[config.mk]
export PLATFORM = sky130hd
export DESIGN_NAME = mux_port
export DESIGN_NICKNAME = d
export VERILOG_FILES = /design/src/rtl/mux_port_pkg.sv /design/src/rtl/mux_port_sync.sv /design/src/rtl/mux_port_regs.sv /design/src/rtl/mux_port_pins.sv /design/src/rtl/mux_port.sv
export SDC_FILE = /design/constraint.sdc
export NUM_CORES = 1
export LEC_CHECK = 0
export BUFFER_PORTS_ARGS = -buffer_cell sky130_fd_sc_hd__buf_4
export CELL_PAD_IN_SITES_DETAIL_PLACEMENT = 0
export CELL_PAD_IN_SITES_GLOBAL_PLACEMENT = 2
export CORE_ASPECT_RATIO = 1.2
export CORE_MARGIN = 1.5
export CORE_UTILIZATION = 28
export DETAILED_ROUTE_END_ITERATION = 12
export MAX_ROUTING_LAYER = met4
export PLACE_DENSITY_LB_ADDON = 0.1
export SLEW_MARGIN = 30
export SYNTH_ARGS = -nofsm -noshare
export SYNTH_HDL_FRONTEND = slang
export SYNTH_SLANG_ARGS = --single-unit
[constraint.sdc]
create_clock -name clk -period 7.45 [get_ports clk]
set_clock_uncertainty 0.15 [all_clocks]
set_input_delay 0.3725 -clock clk [delete_from_list [all_inputs] [get_ports clk]]
set_output_delay 0.3725 -clock clk [all_outputs]
set_load 0.02 [all_outputs]
[src/rtl/mux_port_pkg.sv]
package mux_port_pkg;

  typedef enum logic [1:0] {
    MC_ADDR_FIXED = 2'd0,
    MC_ADDR_SEL   = 2'd1,
    MC_GPIO       = 2'd2
  } mode_class_e;

  function automatic mode_class_e classify_mode(input logic [2:0] m);
    if (m == 3'd7)       return MC_GPIO;
    else if (m >= 3'd5)  return MC_ADDR_SEL;
    else                 return MC_ADDR_FIXED;
  endfunction

endpackage

[src/rtl/mux_port_sync.sv]
module mux_port_sync #(
  parameter int W      = 8,
  parameter int STAGES = 2
) (
  input  logic         clk,
  input  logic         rst_n,
  input  logic [W-1:0] pin_in,
  output logic [W-1:0] pin_sync
);
  localparam int LAST = STAGES - 1;

  logic [STAGES-1:0][W-1:0] stg_q;

  always_ff @(posedge clk) begin
    if (!rst_n) stg_q <= '0;
    else        stg_q <= {stg_q[STAGES-2:0], pin_in};
  end

  assign pin_sync = stg_q[LAST];

  // the first stage follows the pin one edge later
  a_r8_first_stage: assert property (@(posedge clk) disable iff (!rst_n)
    $past(rst_n) |-> stg_q[0] == $past(pin_in));
endmodule

[src/rtl/mux_port_regs.sv]
module mux_port_regs
  import mux_port_pkg::*;
#(
  parameter int          W         = 8,
  parameter int          AW        = 16,
  parameter logic [AW-1:0] ADDR_DIR  = 16'hFFC1,
  parameter logic [AW-1:0] ADDR_DATA = 16'hFFC3,
  parameter logic [AW-1:0] ADDR_PULL = 16'hFFD8
) (
  input  logic          clk,
  input  logic          rst_n,
  input  mode_class_e   cls,
  input  logic          bus_req,
  input  logic          bus_wr,
  input  logic [AW-1:0] bus_addr,
  input  logic [W-1:0]  bus_wdata,
  input  logic [W-1:0]  pin_sync,
  output logic [W-1:0]  bus_rdata,
  output logic [W-1:0]  dir_eff,
  output logic [W-1:0]  data_q,
  output logic [W-1:0]  pull_q
);
  logic [W-1:0] dir_q;
  logic hit_dir, hit_data, hit_pull, any_hit, fixed, wr_en;

  assign hit_dir  = (bus_addr == ADDR_DIR);
  assign hit_data = (bus_addr == ADDR_DATA);
  assign hit_pull = (bus_addr == ADDR_PULL);
  assign any_hit  = hit_dir | hit_data | hit_pull;
  assign fixed    = (cls == MC_ADDR_FIXED);
  assign wr_en    = bus_req & bus_wr;

  always_ff @(posedge clk) begin
    if (!rst_n) begin
      dir_q  <= fixed ? '1 : '0;
      data_q <= '0;
      pull_q <= '0;
    end else if (wr_en) begin
      if (hit_dir && !fixed) dir_q  <= bus_wdata;
      if (hit_data)          data_q <= bus_wdata;
      if (hit_pull)          pull_q <= bus_wdata;
    end
  end

  assign dir_eff = fixed ? '1 : dir_q;

  always_comb begin
    bus_rdata = '0;
    if (hit_dir)       bus_rdata = '1;
    else if (hit_data) bus_rdata = (dir_eff & data_q) | (~dir_eff & pin_sync);
    else if (hit_pull) bus_rdata = pull_q;
  end

  // a direction write in the fixed modes leaves the register alone
  a_r4_dir_locked: assert property (@(posedge clk) disable iff (!rst_n)
    (fixed && wr_en && hit_dir) |=> $stable(dir_q));

  // a write that hits no register changes nothing
  a_r10_miss_no_write: assert property (@(posedge clk) disable iff (!rst_n)
    (wr_en && !any_hit) |=> ($stable(dir_q) && $stable(data_q) && $stable(pull_q)));

  // a read of an undecoded address returns zero
  a_r10_miss_reads_zero: assert property (@(posedge clk) disable iff (!rst_n)
    (bus_req && !bus_wr && !any_hit) |-> bus_rdata == '0);

  // direction reads always return all ones
  a_r5_dir_reads_ones: assert property (@(posedge clk) disable iff (!rst_n)
    (bus_req && !bus_wr && hit_dir) |-> &bus_rdata);
endmodule

[src/rtl/mux_port_pins.sv]
module mux_port_pins
  import mux_port_pkg::*;
#(
  parameter int W = 8
) (
  input  logic        clk,
  input  logic        rst_n,
  input  mode_class_e cls,
  input  logic [W-1:0] dir_eff,
  input  logic [W-1:0] data_q,
  input  logic [W-1:0] pull_q,
  input  logic [W-1:0] addr_in,
  output logic [W-1:0] pin_oe,
  output logic [W-1:0] pin_out,
  output logic [W-1:0] pin_pu,
  output logic [W-1:0] pin_src
);
  logic addr_capable, pull_capable;

  assign addr_capable = (cls != MC_GPIO);
  assign pull_capable = (cls != MC_ADDR_FIXED);

  for (genvar i = 0; i < W; i++) begin : g_pin
    always_comb begin
      pin_src[i] = addr_capable & dir_eff[i];
      pin_oe[i]  = dir_eff[i];
      pin_out[i] = pin_src[i] ? addr_in[i] : data_q[i];
      pin_pu[i]  = pull_q[i] & ~dir_eff[i] & pull_capable;
    end
  end

  // fixed modes drive every pin from the address bus
  a_r3_fixed_all_addr: assert property (@(posedge clk) disable iff (!rst_n)
    (cls == MC_ADDR_FIXED) |-> (&pin_oe && &pin_src && pin_out == addr_in));

  // single-chip mode never selects the address bus
  a_r7_gpio_no_addr: assert property (@(posedge clk) disable iff (!rst_n)
    (cls == MC_GPIO) |-> (pin_src == '0 && pin_out == data_q));

  // no pull-up on a driven pin
  a_r9_pull_inputs_only: assert property (@(posedge clk) disable iff (!rst_n)
    (pin_pu & pin_oe) == '0);

  // address source only on enabled pins
  a_r6_src_implies_oe: assert property (@(posedge clk) disable iff (!rst_n)
    (pin_src & ~pin_oe) == '0);
endmodule

[src/rtl/mux_port.sv]
module mux_port
  import mux_port_pkg::*;
#(
  parameter int            W           = 8,
  parameter int            AW          = 16,
  parameter int            SYNC_STAGES = 2,
  parameter logic [AW-1:0] ADDR_DIR    = 16'hFFC1,
  parameter logic [AW-1:0] ADDR_DATA   = 16'hFFC3,
  parameter logic [AW-1:0] ADDR_PULL   = 16'hFFD8
) (
  input  logic          clk,
  input  logic          rst_n,
  input  logic [2:0]    mode,
  input  logic          bus_req,
  input  logic          bus_wr,
  input  logic [AW-1:0] bus_addr,
  input  logic [W-1:0]  bus_wdata,
  output logic [W-1:0]  bus_rdata,
  input  logic [W-1:0]  addr_in,
  input  logic [W-1:0]  pin_in,
  output logic [W-1:0]  pin_oe,
  output logic [W-1:0]  pin_out,
  output logic [W-1:0]  pin_pu,
  output logic [W-1:0]  pin_src
);
  mode_class_e  cls;
  logic [W-1:0] pin_sync, dir_eff, data_q, pull_q;

  assign cls = classify_mode(mode);

  mux_port_sync #(.W(W), .STAGES(SYNC_STAGES)) sync_i (
    .clk(clk), .rst_n(rst_n), .pin_in(pin_in), .pin_sync(pin_sync)
  );

  mux_port_regs #(
    .W(W), .AW(AW), .ADDR_DIR(ADDR_DIR), .ADDR_DATA(ADDR_DATA), .ADDR_PULL(ADDR_PULL)
  ) regs_i (
    .clk(clk), .rst_n(rst_n), .cls(cls),
    .bus_req(bus_req), .bus_wr(bus_wr), .bus_addr(bus_addr), .bus_wdata(bus_wdata),
    .pin_sync(pin_sync), .bus_rdata(bus_rdata),
    .dir_eff(dir_eff), .data_q(data_q), .pull_q(pull_q)
  );

  mux_port_pins #(.W(W)) pins_i (
    .clk(clk), .rst_n(rst_n), .cls(cls),
    .dir_eff(dir_eff), .data_q(data_q), .pull_q(pull_q), .addr_in(addr_in),
    .pin_oe(pin_oe), .pin_out(pin_out), .pin_pu(pin_pu), .pin_src(pin_src)
  );
endmodule

Yosys cells after proc, flatten, opt, wreduce, memory -nomap -nowiden
Index checks and enable logic that the tools add are counted.
- reductions and logical operators: 7
- equality and inequality tests: 7
- bitwise gates (word level): 37
- magnitude comparators: 1
- multiplexer cells: 18
- operators with widths (cell ; number):
    two-way mux 8 bit ; 8
    == test 16 bit, second input constant ; 3
    bitwise AND 1 bit ; 25
    bitwise AND 8 bit ; 2
    two-way mux 1 bit ; 9
    NOT 1 bit ; 8
    NOT 8 bit ; 1
    OR 8 bit ; 1
    AND reduction 2 bit ; 3
    inequality test 2 x 1 -> 1 bit, second input constant ; 2
    == test 3 bit, second input constant ; 1
    greater-or-equal comparator 3 bit, second input constant ; 1
    zero test 2 bit ; 1
    two-way mux 2 bit ; 1
    inequality test 2 bit, second input constant ; 1
    nonzero test 2 bit ; 1
    logical AND 1 bit ; 1
    zero test 1 bit ; 1
- bits of input ports: 47
- output and inout bits: 40
- register bits: 40
- logic and storage cells: 75

Depth between registers and ports, before layout
Gate-level depths: netlist of run 1.
- depth after elaboration: 10
- mapped depth: 6
- gate-level depth less buffers: 4

Hierarchy
A second synthesis of run 1 with hierarchy kept.
- cells, all modules: 204
- area total of the unflattened synthesis: 2095.8 µm²
- by module, submodules not included (module ; times used ; area an instance (µm²) ; cells an instance ; seq. area each (µm²)):
    mux_port_regs ; 1 ; 1238.7 ; 126 ; 560.5
    mux_port_sync ; 1 ; 506.7 ; 41 ; 320.3
    mux_port_pins ; 1 ; 327.8 ; 34 ; 0.0
    mux_port ; 1 ; 22.5 ; 3 ; 0.0

Worst setup path after synthesis of run 1
Ideal clock, no wire load.
- kind: input -> register
- start point: in bus_addr[4]
- end point: reg regs_i.dir_q[0], enable pin
- stages: 4
- arrival time: 2.072 ns
- slack: 4.842 ns
- required time: 6.913 ns
- setup time: 0.387 ns
- path buffers: 1
- cells stage by stage: or3b_4 -> or4_1 -> buf_6 -> o31ai_1
- longest elaborated chain between the ends: 4
- ends and longest elaborated chain (what ; line ; source):
    start: declaration ; mux_port.sv:16 ; input logic [AW-1:0] bus_addr,
    == test 16 bit ; mux_port_regs.sv:26 ; assign hit_dir = (bus_addr == ADDR_DIR);
    logical AND 1 bit ; mux_port_regs.sv:39 ; if (hit_dir && !fixed) dir_q <= bus_wdata;
    inequality test 2 x 1 -> 1 bit (no line) ; - ;
    AND reduction 2 bit (no line) ; - ;
    end signal: assignment ; mux_port_regs.sv:35 ; dir_q <= fixed ? '1 : '0;
    end signal: assignment ; mux_port_regs.sv:39 ;
    end: declaration ; mux_port_regs.sv:23 ; logic [W-1:0] dir_q;
No other way between the ends.
A chain may end at the register's enable or synchronous reset.

Final worst setup path of run 1
- start point: in bus_addr[4]
- end point: out bus_rdata[4]
- longest elaborated chain between the ends: 4
- elaborated cells between the ends (all ways): 6
- classes of those cells: 3 x eq/ne; 3 x mux
- ends and longest elaborated chain (what ; line ; source):
    == test 16 bit ; mux_port_regs.sv:28 ; assign hit_pull = (bus_addr == ADDR_PULL);
    two-way mux 8 bit ; mux_port_regs.sv:51 ; else if (hit_pull) bus_rdata = pull_q;
    two-way mux 8 bit ; mux_port_regs.sv:50 ; else if (hit_data) bus_rdata = (dir_eff & data_q) | (~dir_eff & pin_sync);
    two-way mux 8 bit (*) ; mux_port_regs.sv:49 ; if (hit_dir) bus_rdata = '1;
    end: declaration ; mux_port.sv:18 ; output logic [W-1:0] bus_rdata,
Every way passes the cells marked *; elsewhere a longest branch is shown, timed or not.

==> results by group, run 1 <==
Synth
  – FF+latch count, synth: 40
  – Top_reg_cell synth: dfxtp_1
  – Post-Syn Area: 2050 um2
  – Synth cell types: 34
  – Synth Instances: 237
  – Post-synth EDFFs: 8
  – Avg Synthesized Cell Area: 8.65 um2
  – Seq/Total Area, Yosys: 43.0%
  – Asr flop ratio synth: 0%
  – Ys Warns: 0
  – Syn_nets: 284

Drt
  – Total number of vias: 1991
  – Wire per inst: 15.0 um
  – Post-DRT Antenna Nets: 0
  – Drt drc: 0
  – Drt first-iter violations: 110
  – Routed vias/inst: 4.88
  – Final WL: 6130 um
  – TritonRoute pass-1 iters: 4

Run status
  – Status: completed

Global routing
  – Largest net degree at the start of global routing: 43
  – GRT Total Usage: 16.8%
  – Grt total ovfl: 0
  – Initial antenna violation count: 0
  – First-pass GRT wire length: 9670 um
  – Number of global-route vias before repair: 1919

Finish
  – # fillers: 775
  – Number of diodes: 0
  – Most common cell after layout, fill and taps aside: buf_4
  – Nets@finish: 364
  – Post-Layout Inst Area: 2860 um2
  – Non-filler cells, final: 408
  – Share of layout cells above drive strength 1: 35.2%
  – Multi-input gate area: 1050 um2
  – Register area: 881 um2
  – Most frequent cells in the layout: buf_4 (86), o21ai_0 (32), dfxtp_1 (32)
  – Area growth from synthesis to layout: 39.6%

Die
  – Die ar.: 7840 um2
  – Die height: 96.7 um
  – Chip Width: 81.1 um
  – Row count: 34
  – Starting Density: 28.5%
  – # IOs: 87
  – Core Region: 7190 um2

STA
  – Worst-margin pin slew: 0.759 ns
  – Max Transition Viols Final: 0
  – Max Freq: 0.378 GHz
  – Setup violations, final: 0
  – Fin crit share: 35.5%
  – Tmin final: 2.64 ns
  – Final setup margin: 4.81 ns
  – RSZ-0062 raised after global routing: false
  – Relative slew margins: 49.0%
  – TNS Setup: 0 ns
  – Final hold vios: 0

Clocking
  – Worst-path clk slew: 0.08 ns
  – Clk root buf: clkbuf_8
  – CTS resizes: 0
  – Hold_buf cts: 0
  – CTS tree: done
  – Postcts setup bufs: 0
  – Sink Count: 40
  – Worst-Skew Late Latency: 0.29 ns
  – Total CTS buffers: 5
  – Clock tree buffer depth: 2
  – CTS HTree Levels: 2

Worst setup path
  – CP Launch Type: input pin
  – Crit end category: output pin
  – CP Class: input pin to output pin
  – Critical Path AT: 2.12 ns
  – Critical path required time: 6.93 ns
  – Reg2reg path depth: 2
  – Worst-path fanout max: 10

Power
  – Power Density: 169 nW/um2
  – Net Sw Frac: 26.3%
  – Worst vdd ir: 61.3 uV
  – Clk pwr share: 33.9%
  – Seq pwr share: 48.7%
  – Power Total: 483 uW
  – Lkg Pwr: 0.00125 uW
  – NetSw: 127 uW
  – Fraction of power consumed by combinational cells: 17.4%
  – Internal: 356 uW

Placed design
  – HPWL after DPL: 4750 um
  – DP Area: 2760 um2
  – IO Port Bufs: 86
  – Routability cong.: 0.759
  – Placed Cells: 400
  – Place WS: 4.66 ns

Flow run
  – Max cap viols: 0

Hold path
  – Worst Hold Class: input pin to flip-flop
  – Hold Path Stages: 2
## final cells by class
| type | instances | share of cell area [%] |
|---|---|---|
| multi-input cells | 167 | 36.8 |
| clock inverters | 2 | 0.394 |
| inverters | 17 | 2.23 |
| clock buffers | 6 | 3.28 |
| repair buffers | 86 | 22.6 |
| well taps | 90 | 3.94 |
| flip-flops and latches | 40 | 30.8 |
## stage by stage
stage / util, % / hold slack [ns]
after floorplan: - / 0.262
after global routing: 39.8 / 0.114
after CTS: 39.8 / 0.119
after detailed placement: 38.3 / 0.269
final: 39.8 / 0.130
after global placement: 38.3 / 0.266
## power by group through the flow
| stage | clock, uW | sequential [uW] | combinational [uW] |
|---|---|---|---|
| after floorplan | 0 | 237 | 42.6 |
| after global placement | 0 | 240 | 84.7 |
| after detailed placement | 0 | 240 | 85.2 |
| after CTS | 169 | 235 | 85.4 |
| after global routing | 180 | 236 | 92.5 |
| final | 164 | 235 | 84.1 |
## critical path, stage by stage
cell	delay, ns
buf_4	0.11
or3b_4	0.40
or4_1	0.66
nor2_8	0.24
a22o_1	0.18
buf_4	0.15
## kinds of logic after synthesis
group / count (synthesis) / synth area share [%]
AO/OA/AOI/OAI: 68 / 20.5
buffers and inverters: 30 / 5.86
flip-flops: 40 / 43.0
multiplexers: 8 / 4.40
AND/OR/NAND/NOR: 91 / 26.3
## synthesized netlist by cell type (8+ instances only)
cell,count,area share [%]
edfxtp_1,8,12
a21oi_1,8,2.0
o21ai_0,32,7.8
nand3_1,31,7.6
dfxtp_1,32,31
mux2_2,8,4.4
and2_1,17,5.2
a21boi_0,15,5.5
nor2_1,13,2.4
inv_1,17,3.1
clkbuf_1,11,2.0
nand2_1,8,1.5
## sequential cells by signal (all words and copies together) (netlist names)
signal and cells:
regs_i.dir_q 8, regs_i.pull_q 8, sync_i.stg_q 8, regs_i.data_q 8
sync_i.pin_sync 8
## layer usage
| layer | routed length, um | global-route usage [%] | up-vias |
|---|---|---|---|
| li1 | - | - | 995 |
| met1 | 2500 | 19.5 | 918 |
| met2 | 3210 | 28.5 | 73 |
| met3 | 354 | 2.92 | 5 |
| met4 | 70 | 5.97 | 0 |
| met5 | 0 | - | - |
## path summary, 6_finish.rpt
check,start,end,slack (ns)
setup / recovery,bus_addr[4],bus_rdata[4],4.81
hold / removal,pin_in[7],sync_i.stg_q[7]$_SDFF_PN0_,0.13
setup reg to reg,regs_i.data_q[3]$_SDFFE_PN0P_,regs_i.data_q[3]$_SDFFE_PN0P_,6.60
hold reg to reg,sync_i.stg_q[3]$_SDFF_PN0_,sync_i.pin_sync[3]$_SDFF_PN0_,0.29
Power figures use the tool's default switching activity.
==> run 2: changes to the inputs <==
--- a/config.mk
+++ b/config.mk
@@ -5,12 +5,13 @@
 export SDC_FILE = /design/constraint.sdc
 export NUM_CORES = 1
 export LEC_CHECK = 0
+export ABC_AREA = 1
 export BUFFER_PORTS_ARGS = -buffer_cell sky130_fd_sc_hd__buf_4
 export CELL_PAD_IN_SITES_DETAIL_PLACEMENT = 0
 export CELL_PAD_IN_SITES_GLOBAL_PLACEMENT = 2
 export CORE_ASPECT_RATIO = 1.2
 export CORE_MARGIN = 1.5
-export CORE_UTILIZATION = 28
+export CORE_UTILIZATION = 25
 export DETAILED_ROUTE_END_ITERATION = 12
 export MAX_ROUTING_LAYER = met4
 export PLACE_DENSITY_LB_ADDON = 0.1
==> constraint.sdc (replaced) <==
create_clock -name clk -period 2.7 [get_ports clk]
set_clock_uncertainty 0.15 [all_clocks]
set_input_delay 0.135 -clock clk [delete_from_list [all_inputs] [get_ports clk]]
set_output_delay 0.135 -clock clk [all_outputs]
set_load 0.02 [all_outputs]
==> run 2 against run 1 <==
Compared with the run above:
- register-to-register slack worse by 4.7 ns
- largest cell class unchanged
- combinational power grew to 3.3 times the previous value
- flip-flop and latch count stayed put
- clock-buffer cell count is 1 higher
- die area is 22% higher
- core utilization is 3.5 points lower
- largest power group unchanged
- area after synthesis is 9.8% higher
- sequential share of layout area is 2.8 points lower
- highest routed layer unchanged
- global-route usage is 2.7 points lower
==> results by group, run 2 <==
Synth
  – Post-Syn Area: 2250 um2 (was 2050 um2)
  – Main combinational cell family by area after synthesis: simple AND/OR/NAND/NOR gates (unchanged)
  – Synth cell types: 23 (was 34)
  – Top_reg_cell synth: dfxtp_1 (unchanged)
  – Post-synth top area share: 28.5% (was 31.3%)
  – Post-synthesis xor/xnor area fraction: 0% (unchanged)
  – Synth top cells by count: nand2_1 (89), inv_1 (73), nand3_1 (40) (was dfxtp_1 (32), o21ai_0 (32), nand3_1 (31))
  – FF+latch count, synth: 40 (unchanged)
  – Multiplexer share of the synthesized area: 0% (was 4.40%)
  – Ys Warns: 0 (unchanged)
  – Post-synth EDFFs: 8 (unchanged)
  – Simple logic cell fraction of the synthesized area: 38.9% (was 26.3%)
  – Post-synthesis adder-cell area fraction: 0% (unchanged)
  – Asr flop ratio synth: 0% (unchanged)
  – Syn_nets: 380 (was 284)
  – Most numerous cell in the Yosys netlist: nand2_1
  – Post-synth top area cell: dfxtp_1 (unchanged)
  – Synth Instances: 333 (was 237)
  – Seq/Total Area, Yosys: 39.1% (was 43.0%)
  – Avg Synthesized Cell Area: 6.76 um2 (was 8.65 um2)
  – Area fraction in compound gates after synthesis: 6.56% (was 20.5%)
  – Area contributors post-synth: dfxtp_1 (28%), nand2_1 (15%), inv_1 (12%) (was dfxtp_1 (31%), edfxtp_1 (12%), o21ai_0 (7.8%))

Finish
  – Area growth from synthesis to layout: 39.7% (was 39.6%)
  – Nets@finish: 474 (was 364)
  – Number of diodes: 0 (unchanged)
  – Most frequent cells in the layout: nand2_1 (89), buf_4 (87), inv_1 (73) (was buf_4 (86), o21ai_0 (32), dfxtp_1 (32))
  – Share of layout cells above drive strength 1: 27.3% (was 35.2%)
  – Most common cell after layout, fill and taps aside: nand2_1 (was buf_4)

Clocking
  – Postcts setup bufs: 0 (unchanged)
  – Worst-path clk slew: 0.08 ns (about the same)
  – Sink Count: 40 (unchanged)
  – Worst-Skew Late Latency: 0.29 ns (about the same)
  – Total CTS buffers: 5 (unchanged)
  – CTS resizes: 0 (unchanged)
  – Hold_buf cts: 8 (was 0)
  – Clock tree buffer depth: 2 (unchanged)
  – CTS tree: done (unchanged)
  – Clk root buf: clkbuf_8 (unchanged)
  – CTS HTree Levels: 2 (unchanged)

Placed design
  – HPWL after DPL: 4590 um (was 4750 um)
  – Routability cong.: 0.738 (was 0.759)
  – IO Port Bufs: 86 (unchanged)

Drt
  – TritonRoute pass-1 iters: 5 (was 4)
  – Drt first-iter violations: 97 (was 110)
  – Routed vias/inst: 4.07 (was 4.88)
  – Total number of vias: 2217 (was 1991)
  – Final WL: 6390 um (was 6130 um)
  – Drt drc: 0 (unchanged)
  – Wire per inst: 11.7 um (was 15.0 um)
  – Post-DRT Antenna Nets: 0 (unchanged)

Global routing
  – GRT Total Usage: 14.1% (was 16.8%)
  – Initial antenna violation count: 0 (unchanged)
  – Number of global-route vias before repair: 2025 (was 1919)
  – First-pass GRT wire length: 9900 um (was 9670 um)
  – Grt total ovfl: 0 (unchanged)
  – Largest net degree at the start of global routing: 35 (was 43)

Worst setup path
  – Critical Path AT: 1.52 ns (was 2.12 ns)
  – Crit end category: flip-flop (was output pin)
  – CP Class: input pin to flip-flop (was input pin to output pin)
  – R2R Path Start: regs_i.data_q[7]$_SDFFE_PN0P_ (was regs_i.data_q[3]$_SDFFE_PN0P_)
  – Reg2reg path depth: 4 (was 2)
  – CP Launch Type: input pin (unchanged)
  – Critical path required time: 2.47 ns (was 6.93 ns)
  – Worst-path fanout max: 9 (was 10)
  – FF-to-FF setup slack: 1.92 ns (was 6.60 ns)
  – Reg2reg end: regs_i.data_q[7]$_SDFFE_PN0P_ (was regs_i.data_q[3]$_SDFFE_PN0P_)

STA
  – Final hold vios: 0 (unchanged)
  – Relative slew margins: 56.7% (was 49.0%)
  – Worst-margin pin slew: 0.645 ns (was 0.759 ns)
  – RSZ-0062 raised after global routing: false (unchanged)
  – Fin crit share: 64.9%
  – Max Transition Viols Final: 0 (unchanged)
  – Tmin final: 1.75 ns
  – Setup violations, final: 0 (unchanged)
  – TNS Setup: 0 ns (unchanged)
  – Max Freq: 0.570 GHz

Run status
  – Status: completed (unchanged)

Power
  – Worst vdd ir: 173 uV (was 61.3 uV)
  – Power Density: 415 nW/um2 (was 169 nW/um2)
  – Power Total: 1300 uW (was 483 uW)
  – Lkg Pwr: 0.00173 uW (was 0.00125 uW)

Die
  – Die height: 107 um (was 96.7 um)
  – Chip Width: 89.6 um (was 81.1 um)
  – Die ar.: 9580 um2 (was 7840 um2)
  – Core Region: 8660 um2 (was 7190 um2)
  – Row count: 37 (was 34)
  – # IOs: 87 (unchanged)
  – Starting Density: 26.0% (was 28.5%)

Hold path
  – Hold path start: bus_wdata[5] (was pin_in[7])
  – Worst Hold Class: input pin to flip-flop (unchanged)
  – Hold Path Sink: regs_i.data_q[5]$_SDFFE_PN0P_ (was sync_i.stg_q[7]$_SDFF_PN0_)
  – Hold Path Stages: 5 (was 2)

Flow run
  – Max cap viols: 0 (unchanged)
run 2: final cells by class:
class / instances / area (um2)
Inverter: 75 / 282
Clock buffer: 7 / 76.3
Tap cell: 117 / 146
Fill cell: 990 / 5510
Multi-Input combinational cell: 210 / 1020
Clock inverter: 1 / 5.00
Sequential cell: 40 / 881
Timing Repair Buffer: 95 / 733
run 2: critical path, cell delays in order:
cell and delay, ns:
buf_4 0.07, nand2_1 0.07, nor2_4 0.13, nand2_4 0.11
inv_1 0.11, nand3_2 0.27, o21ai_1 0.63
run 2: report_power, final:
part	internal, uW	total [uW]	switching, uW
Clock	182	387	205
Combinational	121	278	157
Sequential	634	639	5.22
run 2: how the worst max path moves through the flow:
| stage | start | to | slack, ns | cells after the start |
|---|---|---|---|---|
| final | bus_addr[13] | regs_i.dir_q[3]$_DFFE_PP_ | 0.95 | 7 |
| after CTS | bus_addr[13] | regs_i.dir_q[3]$_DFFE_PP_ | 0.93 | 7 |
| after detailed placement | bus_addr[13] | regs_i.dir_q[0]$_DFFE_PP_ | 0.63 | 7 |
| after global routing | bus_addr[13] | regs_i.dir_q[3]$_DFFE_PP_ | 0.83 | 7 |
| after floorplan | bus_addr[13] | regs_i.dir_q[0]$_DFFE_PP_ | 1.05 | 6 |
| after global placement | bus_addr[13] | regs_i.dir_q[0]$_DFFE_PP_ | 0.65 | 7 |
run 2: kinds of logic after synthesis:
group / count (synthesis)
AND/OR/NAND/NOR: 185
buffers and inverters: 83
flip-flops: 40
AO/OA/AOI/OAI: 25
run 2: metal layers:
layer  vias to the layer above  GRT usage, %  part of all wire [%]
met1                       960          17.7                    45
met4                         0          3.63                   1.0
met2                        71          23.3                    48
met5                         -             -                     0
li1                       1180             -                     -
met3                         6          2.39                   5.7
run 2: through the flow:
stage / hold WS [ns] / setup slack [ns] / cells / instance area (um2) / utilization (%)
global route: 0.0608 / 0.826 / 545 / 3150 / 36.3
detailed placement: 0.171 / 0.630 / 529 / 2980 / 34.5
floorplan: 0.0826 / 1.05 / 333 / 2250 / -
finish: 0.0456 / 0.947 / 545 / 3150 / 36.3
CTS: 0.0451 / 0.931 / 545 / 3150 / 36.3
global placement: 0.165 / 0.653 / 529 / 2980 / 34.5
==> run 3: changes to the inputs <==
--- a/config.mk
+++ b/config.mk
@@ -11,7 +11,7 @@
 export CELL_PAD_IN_SITES_GLOBAL_PLACEMENT = 2
 export CORE_ASPECT_RATIO = 1.2
 export CORE_MARGIN = 1.5
-export CORE_UTILIZATION = 25
+export CORE_UTILIZATION = 23
 export DETAILED_ROUTE_END_ITERATION = 12
 export MAX_ROUTING_LAYER = met4
 export PLACE_DENSITY_LB_ADDON = 0.1
==> constraint.sdc (replaced) <==
create_clock -name clk -period 1.48 [get_ports clk]
set_clock_uncertainty 0.15 [all_clocks]
set_input_delay 0.074 -clock clk [delete_from_list [all_inputs] [get_ports clk]]
set_output_delay 0.074 -clock clk [all_outputs]
set_load 0.02 [all_outputs]
==> run 3 against run 2 <==
Compared with the run above:
- the run now ends with hold timing, setup timing left
- die area increased by 8.4%
- combinational power up 120%
- core utilization up 1.2 points
- wire length is 4.1% higher
- worst setup slack got worse by 1.0 ns
- clock power grew to 2.7 times the previous value
==> results by group, run 3 (synthesized netlist as in run 2, its figures left out) <==
STA
  – Setup violations, final: 10 (was 0)
  – Fin crit share: 104%
  – RSZ-0062 raised after global routing: true (was false)
  – Final hold vios: 1 (was 0)
  – Hold Slack: -0.00308 ns (was 0.0456 ns)
  – Relative slew margins: 80.2% (was 56.7%)
  – Tmin final: 1.54 ns
  – Max Freq: 0.651 GHz
  – Final setup margin: -0.0567 ns (was 0.947 ns)
  – Worst-margin pin slew: 0.297 ns (was 0.645 ns)
  – Max Transition Viols Final: 0 (unchanged)

Worst setup path
  – CP Class: flip-flop to output pin (was input pin to flip-flop)
  – CP Launch Type: flip-flop (was input pin)
  – Crit end category: output pin (was flip-flop)
  – Critical Path AT: 1.31 ns (was 1.52 ns)
  – Critical path required time: 1.26 ns (was 2.47 ns)
  – Reg2reg path depth: 4 (unchanged)
  – Worst-path fanout max: 4 (was 9)

Placed design
  – IO Port Bufs: 86 (unchanged)
  – HPWL after DPL: 4860 um (was 4590 um)
  – Place WS: 0.0623 ns (was 0.630 ns)
  – Routability cong.: 0.703 (was 0.738)

Clocking
  – Worst-Skew Late Latency: 0.28 ns (was 0.29 ns)
  – CTS HTree Levels: 2 (unchanged)
  – Total CTS buffers: 5 (unchanged)
  – Sink Count: 40 (unchanged)
  – Clock tree buffer depth: 2 (unchanged)
  – CTS tree: done (unchanged)
  – Worst-path clk slew: 0.06 ns (was 0.08 ns)
  – Clk root buf: clkbuf_16 (was clkbuf_8)

Global routing
  – Number of global-route vias before repair: 2252 (was 2025)
  – First-pass GRT wire length: 10800 um (was 9900 um)
  – GRT Total Usage: 13.8% (was 14.1%)
  – Initial antenna violation count: 0 (unchanged)
  – Largest net degree at the start of global routing: 21 (was 35)
  – Grt total ovfl: 0 (unchanged)

Drt
  – Drt first-iter violations: 76 (was 97)
  – Total number of vias: 2358 (was 2217)
  – Drt drc: 0 (unchanged)
  – Final WL: 6650 um (was 6390 um)
  – Wire per inst: 11.5 um (was 11.7 um)
  – TritonRoute pass-1 iters: 6 (was 5)
  – Routed vias/inst: 4.08 (was 4.07)
  – Post-DRT Antenna Nets: 0 (unchanged)

Power
  – Worst vdd ir: 397 uV (was 173 uV)
  – Power Density: 792 nW/um2 (was 415 nW/um2)
  – NetSw: 757 uW (was 367 uW)
  – Clk pwr share: 37.0% (was 29.7%)
  – Net Sw Frac: 26.7% (was 28.2%)
  – Internal: 2070 uW (was 937 uW)
  – Seq pwr share: 41.3% (was 49.0%)
  – Fraction of power consumed by combinational cells: 21.7% (was 21.3%)
  – Lkg Pwr: 0.00193 uW (was 0.00173 uW)

Hold path
  – Hold Path Stages: 5 (unchanged)
  – Worst Hold Class: input pin to flip-flop (unchanged)

Die
  – Starting Density: 23.7% (was 26.0%)
  – Die ar.: 10400 um2 (was 9580 um2)
  – Core Region: 9520 um2 (was 8660 um2)
  – Chip Width: 93.3 um (was 89.6 um)
  – Die height: 111 um (was 107 um)
  – # IOs: 87 (unchanged)
  – Row count: 39 (was 37)

Finish
  – Most common cell after layout, fill and taps aside: buf_4 (was nand2_1)
  – Area growth from synthesis to layout: 58.8% (was 39.7%)
  – Share of layout cells above drive strength 1: 38.2% (was 27.3%)
  – Nets@finish: 501 (was 474)
  – Number of diodes: 0 (unchanged)
  – Most frequent cells in the layout: buf_4 (94), nand2_1 (76), inv_1 (65) (was nand2_1 (89), buf_4 (87), inv_1 (73))

Run status
  – Status: finished with violations (was completed)
  – Failing checks: hold timing, setup timing

Flow run
  – Max cap viols: 0 (unchanged)
run 3: per-stage QoR:
stage / util [%] / TNS (ns) / total power [uW] / area, um2 / cells
after global routing: 37.6 / -1.66 / 2970 / 3570 / 578
final: 37.6 / -0.456 / 2830 / 3570 / 578
after floorplan: - / 0 / 1460 / 2250 / 333
after CTS: 36.4 / -0.761 / 2830 / 3470 / 574
after global placement: 32.3 / 0 / 1710 / 3080 / 546
after detailed placement: 32.3 / 0 / 1710 / 3080 / 546
run 3: final timing paths:
path                                               startpoint                       endpoint  slack (ns)
worst max-delay path                regs_i.dir_q[7]$_DFFE_PP_                   bus_rdata[7]       -0.06
worst min-delay path                             bus_wdata[7]  regs_i.data_q[7]$_SDFFE_PN0P_      -0.003
worst max register to register  regs_i.data_q[7]$_SDFFE_PN0P_  regs_i.data_q[7]$_SDFFE_PN0P_        0.67
worst min register to register     sync_i.stg_q[1]$_SDFF_PN0_  sync_i.pin_sync[1]$_SDFF_PN0_        0.26
run 3: worst max-delay path: stages, from the launching register on:
cell and delay [ns]:
edfxtp_1 0.38, inv_1 0.08, nand2_2 0.07, or2_0 0.21
nand3_1 0.07, nand3_1 0.08, buf_6 0.14
run 3: cell type report:
cell class / count / area, um2
clock buffers: 7 / 133
clock inverters: 1 / 5.00
fillers: 1041 / 5940
inverters: 75 / 282
multi-input cells: 210 / 1120
flip-flops and latches: 40 / 881
well taps: 123 / 154
repair buffers: 122 / 1000
run 3: timing repair:
action,CTS,global route
pin swaps,5,12
hold endpoints to repair,17,0
gates resized for setup,21,30
cloned,0,0
hold buffers,13,0
endpoints found under the setup margin,12,30
buffers inserted,7,4
run 3: power groups by stage:
| stage | combinational, uW | sequential [uW] | clock (uW) |
|---|---|---|---|
| after floorplan | 269 | 1190 | 0 |
| after global placement | 520 | 1190 | 0 |
| after detailed placement | 520 | 1190 | 0 |
| after CTS | 581 | 1170 | 1080 |
| after global routing | 683 | 1170 | 1120 |
| final | 615 | 1170 | 1050 |
run 3: routing by layer:
metal  global-route usage (%)  share of wire, %  up-vias  routed length (um)
met5                        -                 0        -                   0
met4                     4.24               1.1        0                  74
met3                     2.39               4.8        6                 316
met2                     22.6                48       59                3180
met1                     17.1                46     1053                3080
li1                         -                 -     1240                   -
